**config.mk**
```make
export PLATFORM = sky130hd
export DESIGN_NAME = os_audio_serializer
export DESIGN_NICKNAME = d
export VERILOG_FILES = /design/src/rtl/os_audio_serializer.sv
export SDC_FILE = /design/constraint.sdc
export NUM_CORES = 1
export LEC_CHECK = 0
export BUFFER_PORTS_ARGS = -buffer_cell sky130_fd_sc_hd__buf_2
export CORE_MARGIN = 2
export CORE_UTILIZATION = 55
export CTS_CLUSTER_SIZE = 12
export DETAILED_ROUTE_END_ITERATION = 8
export PLACE_DENSITY = 0.82
export SLEW_MARGIN = 20
export SYNTH_ARGS = -nofsm -noshare
export SYNTH_HDL_FRONTEND = slang
export SYNTH_SLANG_ARGS = --single-unit
```
**constraint.sdc**
```tcl
create_clock -name clk -period 4.55 [get_ports clk]
set_input_delay 0.455 -clock clk [delete_from_list [all_inputs] [get_ports clk]]
set_output_delay 0.455 -clock clk [all_outputs]
set_load 0.1 [all_outputs]
```
**src/rtl/os_audio_serializer.sv**
```systemverilog
module os_audio_serializer #(
  parameter int DW        = 24,
  parameter int INIT_CLKS = 2048,
  parameter int TW        = 10
)(
  input  logic          clk,
  input  logic          rst_n,
  input  logic [2:0]    ratio_sel,
  input  logic          x4_mode,
  input  logic [1:0]    wlen_sel,
  input  logic [DW-1:0] left_in,
  input  logic [DW-1:0] right_in,
  output logic          sample_req,
  output logic          bck,
  output logic          wck,
  output logic          dat_l,
  output logic          dat_r
);
  localparam int IW = $clog2(INIT_CLKS + 1);

  logic [IW-1:0] init_cnt;
  logic          init_done, fresh, running;
  logic [TW-1:0] tcnt, last, slot;
  logic [1:0]    hs_d, hs_q;
  logic          b24_d, b24_q, osr4;
  logic [4:0]    wl_d, wl_q;
  logic [DW-1:0] smp_l, smp_r;
  logic [5:0]    bits, idx;
  logic [2:0]    shamt;

  always_comb begin
    osr4  = x4_mode || (ratio_sel < 3'd2);
    b24_d = (ratio_sel == 3'd1) || (ratio_sel == 3'd3) || (ratio_sel == 3'd5);
    case (ratio_sel)
      3'd0:    hs_d = 2'd0;
      3'd1:    hs_d = 2'd1;
      3'd2:    hs_d = osr4 ? 2'd1 : 2'd0;
      3'd3:    hs_d = osr4 ? 2'd2 : 2'd1;
      3'd4:    hs_d = osr4 ? 2'd2 : 2'd1;
      3'd5:    hs_d = osr4 ? 2'd3 : 2'd2;
      default: hs_d = osr4 ? 2'd1 : 2'd0;
    endcase
    case (wlen_sel)
      2'b00:   wl_d = 5'd16;
      2'b01:   wl_d = 5'd18;
      2'b10:   wl_d = 5'd20;
      default: wl_d = 5'd24;
    endcase
  end

  assign init_done  = (init_cnt == IW'(INIT_CLKS));
  assign bits       = b24_q ? 6'd24 : 6'd32;
  assign shamt      = {1'b0, hs_q} + 3'd1;
  assign last       = (TW'(bits) << shamt) - TW'(1);
  assign slot       = tcnt >> shamt;
  assign idx        = bits - 6'd1 - slot[5:0];
  assign sample_req = init_done && (fresh || tcnt == last);

  function automatic logic pick(input logic [DW-1:0] s, input logic [5:0] i, input logic [4:0] w);
    if (i >= {1'b0, w}) return s[DW-1];
    return s[DW - int'(w) + int'(i)];
  endfunction

  assign bck   = running && tcnt[hs_q];
  assign wck   = !running || (slot < TW'(bits >> 1));
  assign dat_l = running && pick(smp_l, idx, wl_q);
  assign dat_r = running && pick(smp_r, idx, wl_q);

  always_ff @(posedge clk or negedge rst_n) begin
    if (!rst_n) begin
      init_cnt <= '0;
      fresh    <= 1'b1;
      running  <= 1'b0;
      tcnt     <= '0;
      hs_q     <= 2'd0;
      b24_q    <= 1'b0;
      wl_q     <= 5'd16;
      smp_l    <= '0;
      smp_r    <= '0;
    end else begin
      if (!init_done) init_cnt <= init_cnt + IW'(1);
      if (sample_req) begin
        tcnt    <= '0;
        fresh   <= 1'b0;
        running <= 1'b1;
        hs_q    <= hs_d;
        b24_q   <= b24_d;
        wl_q    <= wl_d;
        smp_l   <= left_in;
        smp_r   <= right_in;
      end else if (running) begin
        tcnt <= tcnt + TW'(1);
      end
    end
  end

  p_quiet_init_r1: assert property (@(posedge clk) disable iff (!rst_n)
    !init_done |-> !sample_req);
  p_idle_levels_r1: assert property (@(posedge clk) disable iff (!rst_n)
    !running |-> (!bck && wck && !dat_l && !dat_r));
  p_req_single_r2: assert property (@(posedge clk) disable iff (!rst_n)
    sample_req |=> !sample_req);
  p_req_high_phase_r3: assert property (@(posedge clk) disable iff (!rst_n)
    (sample_req && running) |-> bck);
  p_tick_range_r3: assert property (@(posedge clk) disable iff (!rst_n)
    running |-> (tcnt <= last));
  p_change_on_fall_r9: assert property (@(posedge clk) disable iff (!rst_n)
    (running && $past(running) && (!$stable(dat_l) || !$stable(dat_r) || !$stable(wck)))
      |-> $fell(bck));
endmodule

```
## Word level (Yosys, flattened, before mapping)

Cells that the tools add are included.

| word-level totals | value |
|---|---|
| output and inout port bits | 5 |
| input port bits | 56 |
| register bits after elaboration | 80 |

| operators by class | value |
|---|---|
| shift operators | 2 |
| $add $sub $neg | 8 |
| reductions and logical operators | 14 |
| $lt $le $gt $ge | 5 |
| equal/unequal tests | 8 |
| multiplexer cells | 21 |

Operators by type and width:

| cell | count |
|---|---|
| $mux 10 | 2 |
| $add 12x1->12 const B | 1 |
| $eq 12x12->1 const B | 1 |
| $mux 1 | 12 |
| $pmux 4 s3 | 1 |
| $add 10x1->10 const B | 1 |
| $bmux 1 s5 | 2 |
| $eq 10x10->1 | 1 |
| $lt 10x5->1 | 1 |
| $shl 6x3->10 | 1 |
| $shr 10x3->10 | 1 |
| $sub 10x1->10 const B | 1 |
| $add 6x7->8 | 1 |
| $lt 8x7->1 const B | 1 |
| $pmux 2 s4 | 1 |
| $eq 3x3->1 const B | 2 |
| $ge 6x5->1 | 1 |
| $mux 6 | 1 |
| $sub 5x5->6 const A | 1 |
| $sub 6x1->6 const B | 1 |
| $sub 6x6->6 | 1 |
| $logic_or 1x1->1 | 5 |
| $lt 2x5->1 const B | 1 |
| $logic_and 1x1->1 | 4 |
| other kinds (13) | 13 |

## Logic depth before layout (Yosys ltp)

| depth | value |
|---|---|
| depth after elaboration | 9 |
| gate-level depth with buffers | 14 |

## Worst setup path before layout

Ideal clock, no wire load.

| path | value |
|---|---|
| kind | reg-to-output |
| start | register hs_q[1] |
| end | output dat_r |
| setup slack | -233 ps |
| cell stages (with the launch flop) | 14 |
| arrival | 4,328 ps |
| cell sequence | dfrtp_1 clkbuf_1 buf_1 mux2_2 or2_2 o21ai_0 ha_1 fa_1 or3b_2 o2bb2ai_1 a22o_1 a221oi_1 a311oi_1 o311a_1 |

| between the ends | value |
|---|---|
| longest elaborated chain between the ends | 9 |
| elaborated cells on any way between the ends | 11 |
| those cells by class | 3 x add/sub; 1 x order compare; 1 x shift; 5 x mux; 1 x reduce/logical |

Ends and longest elaborated chain:

| what | RTL line | text |
|---|---|---|
| from (decl) | 24 | `logic [1:0] hs_d, hs_q;` |
| from (signal assigned) | 86 | `hs_q <= hs_d;` |
| $add 2x1->3 (*) | 53 | `assign shamt = {1'b0, hs_q} + 3'd1;` |
| $shr 10x3->10 (*) | 55 | `assign slot = tcnt >> shamt;` |
| $sub 6x6->6 (*) | 56 | `assign idx = bits - 6'd1 - slot[5:0];` |
| $add 6x7->8 | 61 | `return s[DW - int'(w) + int'(i)];` |
| $bmux 1 s5 | 61 |  |
| $mux 1 (not written as such) (2 in series) | 61 |  |
| $mux 1 (*) | 61 |  |
| $logic_and 1x1->1 (*) | 67 | `assign dat_r = running && pick(smp_r, idx, wl_q);` |
| to (decl) | 17 | `output logic dat_r` |

Every way passes the cells marked *; elsewhere a longest branch is shown, timed or not. The select of a mux whose other input is x is not followed.

## Worst setup path in the final report

Ends and elaborated chain as after synthesis.

==> flow_metrics.py <==
metrics = {
    "sta": {
        "hold_ws_ps": 149,
        "rsz0062_at_grt": "false",
        "max-slew-margin-rel_pct": 39.2,
        "fin_setup_tns_ps": 0,
        "worst_pin_slew_ps": 912,
        "setup_violations": 0,
        "fmax_mhz": 227,
        "fin_skew_ps": 10.5,
        "timing.final.crit_share_pct": 97.0,
        "fin_crit_ps": 4410,
        "maxSlewViolCount": 0,
        "final_hold_viol_count": 0,
    },
    "die": {
        "die-width_um": 112,
        "dieArea_mm2": 0.0125,
        "fp-row-count": 39,
        "fp.dieH_um": 112,
        "start_util_pct": 56.2,
        "core_area_mm2": 0.0114,
        "ioPinCount": 61,
    },
    "synthesis": {
        "synthFlopType": "dfrtp_1",
        "netlist_area_mm2": 0.00639,
        "synth_edf_count": 0,
        "yosysMostFrequentCell": "nand2_1",
        "synthCells": 755,
        "synth-seq-cells": 78,
        "syn_area_per_cell_um2": 8.46,
        "yosys.area.top_type": "dfrtp_1",
        "synth_commonest_cells": "83 x nand2_1, 77 x dfrtp_1, 64 x nand3_1",
        "syn-num-nets": 832,
        "async_flop_share_pct": 100,
        "ys_types": 76,
        "synth.top_cell.area_share_pct": 30.2,
        "synth.top_cells.by_area": "dfrtp_1 30%, a221oi_1 7.0%, nand4_1 5.5%",
        "yosys_warnings": 0,
        "yosysSeqAreaShare_pct": 30.6,
    },
    "detailed_routing": {
        "dr.first_iter.drc_count": 718,
        "vias": 6253,
        "drc": 0,
        "wl_um": 17800,
        "antenna_left": 0,
        "wire_per_inst_um": 19.2,
        "via_per_inst": 6.75,
        "first_pass_iters": 6,
    },
    "cells_and_area": {
        "final_util_pct": 62.7,
        "area_growth_pct": 11.7,
        "final_area_mm2": 0.00713,
        "drive_gt1_share_pct": 16.5,
        "fillers": 943,
        "fin_nets": 855,
        "num_antenna_cells": 0,
    },
    "worst_setup_path": {
        "worstReg2RegStart": "hs_q[1]",
        "crit_end": "dat_r",
        "reg2reg_to": "smp_l[17]",
        "rr_worst_depth": 13,
        "worst-endpoint-arrival_ps": 3960,
        "setup.worst_path.class": "flip-flop to primary output",
        "critPathMaxFanout": 12,
        "r2r_slack_ps": 510,
        "start_kind": "flip-flop",
        "cp.required_ps": 4090,
        "cp-startpoint": "hs_q[1]",
        "end_kind": "primary output",
    },
    "clock_network": {
        "clock_tree.root_cell": "clkbuf_16",
        "htreeDepth": 3,
        "clk_latency_ps": 350,
        "clk_pin_slew_ps": 70,
        "cts_tree": "done",
        "numCtsBuffers": 9,
        "cts_hold_buf": 0,
        "clock-sinks": 78,
        "cts.path.max_buffers": 2,
    },
    "placement": {
        "portBuffers": 60,
        "globalplace.congestion": 0.983,
        "dpl.hpwl_um": 11500,
        "dpl-instance-area_mm2": 0.00678,
    },
    "run": {
        "max_cap_violations": 0,
    },
    "global_routing": {
        "grt_first_pass_wirelength_um": 29200,
        "grt_antenna_before_repair": 0,
        "grt_max_degree": 79,
        "grt_pass1_vias": 6071,
        "gr-total-overflow": 0,
        "grt_util_all_layers_pct": 28.6,
    },
    "power": {
        "leakagePower_nw": 3.03,
        "vdd_drop_max_mv": 0.144,
        "p_per_area_mw_per_mm2": 214,
        "netSwitchingFraction_pct": 21.6,
        "seq_power_share_pct": 45.5,
        "clockPowerShare_pct": 51.1,
        "power_mw": 1.52,
        "p_comb_share_pct": 3.3,
        "power.switching_mw": 0.329,
        "p_int_mw": 1.19,
    },
    "worst_hold_path": {
        "hold_path_class": "input pin to asynchronous set/reset pin",
    },
    "outcome": {
        "outcome": "completed",
    },
}
## power by group through the flow
stage,clock network (mW),logic [mW],registers (mW)
after floorplan,0,0.00517,0.707
after detailed placement,0,0.0505,0.706
after CTS,0.785,0.0511,0.694
after global placement,0,0.0491,0.706
final,0.779,0.0506,0.694
after global routing,0.814,0.0568,0.693
## worst max-delay path, cell delays in order, from the launching register on
cell and delay, ps:
dfrtp_2 440, mux2_2 360, or2_2 270, o21ai_0 120, ha_2 250, fa_1 450
buf_4 200, and3b_1 310, o2bb2a_1 270, o22ai_1 150, a211o_1 130, o22ai_1 80
o311a_2 410, buf_12 170
## cell families (layout without fill, tap and decap cells)
group	Yosys count	after routing	synth area share, %
mux	35	35	5.96
xor+xnor	31	31	4.47
simple gates	366	366	31.1
flops	78	78	30.6
compound gates	137	137	17.7
fa+ha+maj	21	21	4.35
buf+inv	87	115	5.92
## registers in the layout, indices dropped and copies added (netlist names)
register	flops
b24_q	1
running	1
tcnt	10
smp_l	24
fresh	1
init_cnt	12
hs_q	2
wl_q	3
smp_r	24
## layer usage
| layer | routed length (um) | up-vias | GRT usage, % |
|---|---|---|---|
| met5 | 0 | - | 0 |
| met4 | 392 | 0 | 11.4 |
| met3 | 1130 | 43 | 4.68 |
| met2 | 8780 | 272 | 46.9 |
| met1 | 7470 | 3059 | 37.9 |
| li1 | - | 2879 | - |
## layout by cell type (no fill, tap or decap), types with 4 or more instances in the layout
cell,n
a22oi_1,5
o21ai_1,4
o21a_1,10
nand2_1,83
clkbuf_16,9
mux2i_1,22
nor2_1,22
ha_1,18
mux2_2,9
inv_1,17
buf_4,19
xnor2_1,20
a21oi_1,4
xor2_1,10
nand2b_1,8
buf_2,56
nor2b_1,50
a22o_1,4
and3_1,51
nand3_1,64
nor3_1,8
dfrtp_1,75
buf_12,5
nand4_1,56
o21ai_0,9
a221oi_1,51
o22ai_1,8
## worst min path at each step
stage / startpoint / endpoint / cells after the start
final: rst_n / smp_l[7] / 1
after detailed placement: init_cnt[11] / init_cnt[11] / 1
after floorplan: rst_n / b24_q / 0
after global placement: init_cnt[11] / init_cnt[11] / 1
after global routing: rst_n / smp_l[6] / 1
after CTS: rst_n / smp_l[7] / 1
## through the flow
step	worst slack (ps)	cells
6_report	135	926
5_1_grt	3.90	926
4_1_cts	50.4	923
3_5_place_dp	328	907
3_3_place_gp	433	907
2_1_floorplan	-10.6	755
## layout make-up
cell class,instances,area (um2),area share (%)
Inverter,18,67.6,0.947
Clock buffer,10,229,3.21
Clock inverter,6,86.3,1.21
Timing Repair Buffer,81,534,7.49
Tap cell,143,179,2.51
Multi-Input combinational cell,590,4080,57.2
Sequential cell,78,1960,27.4
## repair_timing
| item | 4_1_cts | 5_1_grt |
|---|---|---|
| setup buffers | 0 | 3 |
| pin swaps | 0 | 1 |
| endpoints found under the setup margin | 1 | 2 |
| gates resized for setup | 1 | 5 |
(Power assumes the default switching activity.)
